File: src/rtl/burst_pkg.sv
// Package: shared ordering type for the burst address generator.
// Assumes: the strap value 1 means XOR (interleaved) ordering.
package burst_pkg;
    typedef enum logic {
        ORDER_LINEAR = 1'b0,
        ORDER_XOR    = 1'b1
    } order_e;
endpackage

File: src/rtl/burst_start_reg.sv
// Holds the first-beat address of the current burst.
// Assumes: load is a single-cycle pulse qualified by the caller; rst_n is synchronous.
module burst_start_reg #(
    parameter int ADDR_W = 2
) (
    input  logic              clk,
    input  logic              rst_n,
    input  logic              load,
    input  logic [ADDR_W-1:0] start_in,
    output logic [ADDR_W-1:0] start_q
);
    // Capture the start bits on load; clear on reset.
    always_ff @(posedge clk) begin
        if (!rst_n) begin
            start_q <= '0;
        end else if (load) begin
            start_q <= start_in;
        end
    end
endmodule

File: src/rtl/burst_beat_ctr.sv
// Beat counter: cleared by load, advanced by step, wraps modulo 2**ADDR_W.
// Assumes: load takes priority over step in the same cycle.
module burst_beat_ctr #(
    parameter int ADDR_W = 2
) (
    input  logic              clk,
    input  logic              rst_n,
    input  logic              load,
    input  logic              step,
    output logic [ADDR_W-1:0] beat_q
);
    logic [ADDR_W-1:0] beat_next;

    // Choose the next beat: reload to zero, advance with wrap, or hold.
    always_comb begin
        if (load) begin
            beat_next = '0;
        end else if (step) begin
            beat_next = beat_q + 1'b1;
        end else begin
            beat_next = beat_q;
        end
    end

    // Register the beat count; clear on reset.
    always_ff @(posedge clk) begin
        if (!rst_n) begin
            beat_q <= '0;
        end else begin
            beat_q <= beat_next;
        end
    end
endmodule

File: src/rtl/burst_seq_map.sv
// Maps the start value and the beat index to a burst address in the selected order.
// Assumes: the ordering strap is static while a burst is in progress.
module burst_seq_map
    import burst_pkg::*;
#(
    parameter int ADDR_W = 2
) (
    input  order_e            order,
    input  logic [ADDR_W-1:0] start_q,
    input  logic [ADDR_W-1:0] beat_q,
    output logic [ADDR_W-1:0] addr_out
);
    logic [ADDR_W-1:0] lin_addr;
    logic [ADDR_W-1:0] xor_addr;

    // Work out both orderings and select one with the strap.
    always_comb begin
        lin_addr = start_q + beat_q;
        xor_addr = start_q ^ beat_q;
        addr_out = (order == ORDER_XOR) ? xor_addr : lin_addr;
    end
endmodule

File: src/rtl/burst_wrap_gen.sv
// Top module: generates the wraparound burst address in linear or interleaved order.
// Assumes: load marks the strobe-started cycle; order_xor is a static strap.
module burst_wrap_gen
    import burst_pkg::*;
#(
    parameter int ADDR_W = 2
) (
    input  logic              clk,
    input  logic              rst_n,
    input  logic              load,
    input  logic [ADDR_W-1:0] start_addr,
    input  logic              step,
    input  logic              order_xor,
    output logic [ADDR_W-1:0] burst_addr,
    output logic [ADDR_W-1:0] beat_idx
);
    logic [ADDR_W-1:0] start_q;
    logic [ADDR_W-1:0] beat_q;
    order_e            order;

    assign order    = order_e'(order_xor);
    assign beat_idx = beat_q;

    burst_start_reg #(.ADDR_W(ADDR_W)) u_start (
        .clk      (clk),
        .rst_n    (rst_n),
        .load     (load),
        .start_in (start_addr),
        .start_q  (start_q)
    );

    burst_beat_ctr #(.ADDR_W(ADDR_W)) u_beat (
        .clk    (clk),
        .rst_n  (rst_n),
        .load   (load),
        .step   (step),
        .beat_q (beat_q)
    );

    burst_seq_map #(.ADDR_W(ADDR_W)) u_map (
        .order    (order),
        .start_q  (start_q),
        .beat_q   (beat_q),
        .addr_out (burst_addr)
    );
endmodule

File: config.mk
export PLATFORM = sky130hd
export DESIGN_NAME = burst_wrap_gen
export DESIGN_NICKNAME = d
export VERILOG_FILES = /design/src/rtl/burst_pkg.sv /design/src/rtl/burst_start_reg.sv /design/src/rtl/burst_beat_ctr.sv /design/src/rtl/burst_seq_map.sv /design/src/rtl/burst_wrap_gen.sv
export SDC_FILE = /design/constraint.sdc
export NUM_CORES = 1
export LEC_CHECK = 0
export BUFFER_PORTS_ARGS = -buffer_cell sky130_fd_sc_hd__buf_2
export CAP_MARGIN = 20
export CORE_AREA = 3 3 40 42
export DETAILED_ROUTE_END_ITERATION = 7
export DIE_AREA = 0 0 43 45
export SLEW_MARGIN = 20
export SYNTH_ARGS = -nofsm -noshare
export SYNTH_HDL_FRONTEND = slang
export SYNTH_SLANG_ARGS = --single-unit
File: constraint.sdc
create_clock -name clk -period 2 [get_ports clk]
set_input_delay 0.4 -clock clk [delete_from_list [all_inputs] [get_ports clk]]
set_output_delay 0.4 -clock clk [all_outputs]
set_load 0.005 [all_outputs]
==> impl_metrics.csv <==
group,metric,value,unit
die,die_area,1940,um2
synth,yosys.area.top_type,"dfxtp_1",
synth,synth_edf_count,0,
timing,finalHoldViolations,0,
route,drc,0,
clock_network,clock_latency,0.23,ns
timing,fin_crit_sh,81.2,%
setup_path,crit_type,"flop to output port",
die,dieHeight,45,um
global_routing,antenna_found_initial,0,
global_routing,grt_max_degree,6,
route,drtAntennaViolNets,0,
synth,syn-instance-count,18,
synth,syn_avg_cell_area,10.8,um2
status,outcome,"finished clean",
route,drt_iter0_drc,1,
global_routing,grt_pass1_vias,192,
clock_network,root_buffer,"clkbuf_4",
synth,synthTopCellsByArea,"dfxtp_1, xnor2_1, mux2i_1",
layout,fin_area,285,um2
timing,rsz0062_at_grt,"false",
route,wl,412,um
die,rows,13,
synth,ys_warn_count,0,
layout,drive_above_1_share,45.2,%
layout,multiInputGateArea,114,um2
hold_path,min_path_type,"input pin to flop",
timing,setup_tns,0,ns
clock_network,post_cts_resized,0,
clock_network,clkSinkCount,4,
timing,slew_headroom,87.5,%
clock_network,cts-buffers-inserted,3,
setup_path,crit_fanout,5,
timing,setup_slack,0.377,ns
synth,yosysMostFrequentCell,"dfxtp_1",
timing,clock.fmax,616,MHz
synth,yosysSeqAreaShare,41.3,%
layout,area_growth,47.1,%
layout,fillers,137,
pwr,p_leak,0.000132,uW
place,gp_congestion,0.657,
setup_path,cp-end-kind,"output port",
layout,final_nets,41,
synth,synth_commonest_cells,"dfxtp_1, nor2b_1, xnor2_1",
die,start_util,15.1,%
setup_path,start_kind,"flop",
synth,ys.flop_type,"dfxtp_1",
pwr,power-per-cell-area,744,nW/um2
setup_path,required,1.60,ns
clock_network,ctsHoldBuffers,0,
timing,slew_viol_final,0,
clock_network,cts_tree,"built",
synth,synth_cell_types,10,
synth,synth_top_area_share,41.3,%
die,io_pins,11,
die,die_w,43,um
synth,synthArstFlopShare,0,%
layout,diodes,0,
route,vias_per_cell,3.67,
synth,ys_seq_elements,4,
timing,skew,0.00168,ns
clock_network,cts_htree_levels,1,
layout,post-route-util,22.2,%
timing,finalSetupViolations,0,
layout,seq_area,80.1,um2
timing,max_slew.worst_pin.slew,0.187,ns
clock_network,clkSlewWorstSetupHoldPaths,0.04,ns
clock_network,postCtsSetupRepairBufs,0,
synth,netlist_area,194,um2
route,firstDrtPassIters,2,
global_routing,grt_pass1_wl,786,um
place,place_ws,0.613,ns
pwr,ir_drop,0.444,mV
place,port_buffers,10,
die,core_area,1280,um2
synth,synth_nets,26,
clock_network,cts_max_path_buffers,2,
route,wl_per_cell,8.96,um
route,dr_total_vias,169,
flow_run,drv_cap,0,
place,placed_cell_area,263,um2
global_routing,grt-ovfl-total,0,
global_routing,groute.usage.overall,5.75,%
timing,finalCriticalPeriod,1.62,ns
setup_path,cp.arrival,1.22,ns
## worst max-delay path: stages (launching register included)
cell     delay [ns]
dfxtp_1        0.40
ha_1           0.19
nor2b_1        0.16
xnor2_1        0.12
buf_2          0.12
## sequential cells by signal, summed over array words and instances, names as in the netlist
| name | count |
|---|---|
| u_beat.beat_q | 2 |
| u_start.start_q | 2 |
## kinds of logic after synthesis
kind of cell | Yosys count | synth area share, %
XOR/XNOR | 3 | 13.6
multiplexers | 2 | 10.3
AO/OA/AOI/OAI | 2 | 9.68
AND/OR/NAND/NOR | 6 | 18.7
adder cells (fa/ha/maj) | 1 | 6.45
flip-flops | 4 | 41.3
## metal layers
layer	GRT usage, %	part of all wire, %	up-vias
met1	7.95	55	67
li1	-	-	89
met2	6.59	26	13
met3	5.58	19	0
met5	0	0	-
met4	0	0	0
## final timing paths
path,startpoint,depth (start not counted),end,slack [ns]
max,u_beat.beat_q[0]$_SDFFE_PP0P_,4,burst_addr[1],0.38
min,rst_n,2,u_start.start_q[0]$_SDFFE_PN0P_,0.42
max reg2reg,u_beat.beat_q[1]$_SDFFE_PP0P_,2,u_beat.beat_q[1]$_SDFFE_PP0P_,1.24
min reg2reg,u_start.start_q[0]$_SDFFE_PN0P_,2,u_start.start_q[0]$_SDFFE_PN0P_,0.52
## layout by cell type (no fill, tap or decap)
cell type | synthesis | layout
dfxtp_1 | 4 | 4
a21bo_1 | 1 | 1
nor2_1 | 1 | 1
xnor2_1 | 3 | 3
buf_2 | 0 | 10
a21oi_2 | 1 | 1
nor2b_1 | 3 | 3
nand2b_1 | 1 | 1
nand3b_1 | 1 | 1
mux2i_1 | 2 | 2
clkbuf_4 | 0 | 3
ha_1 | 1 | 1
## area by class of cell
class / count / area share (%)
Multi-Input combinational cell: 14 / 39.9
Clock buffer: 3 / 7.89
Timing Repair Buffer: 10 / 17.5
Sequential cell: 4 / 28.1
Tap cell: 15 / 6.58
## stage by stage
stage                     std cells  total power (uW)  hold WS [ns]
after detailed placement         43               116         0.516
after global routing             46               229         0.445
after CTS                        46               218         0.414
after floorplan                  18               101         0.487
after global placement           43               115         0.518
final                            46               212         0.423
## report_power, final
group	total, uW	switching, uW	internal (uW)
Combinational	26.9	11.1	15.7
Sequential	87.4	3.34	84.1
Clock	97.9	30.9	67.0
Power figures use the tool's default switching activity.
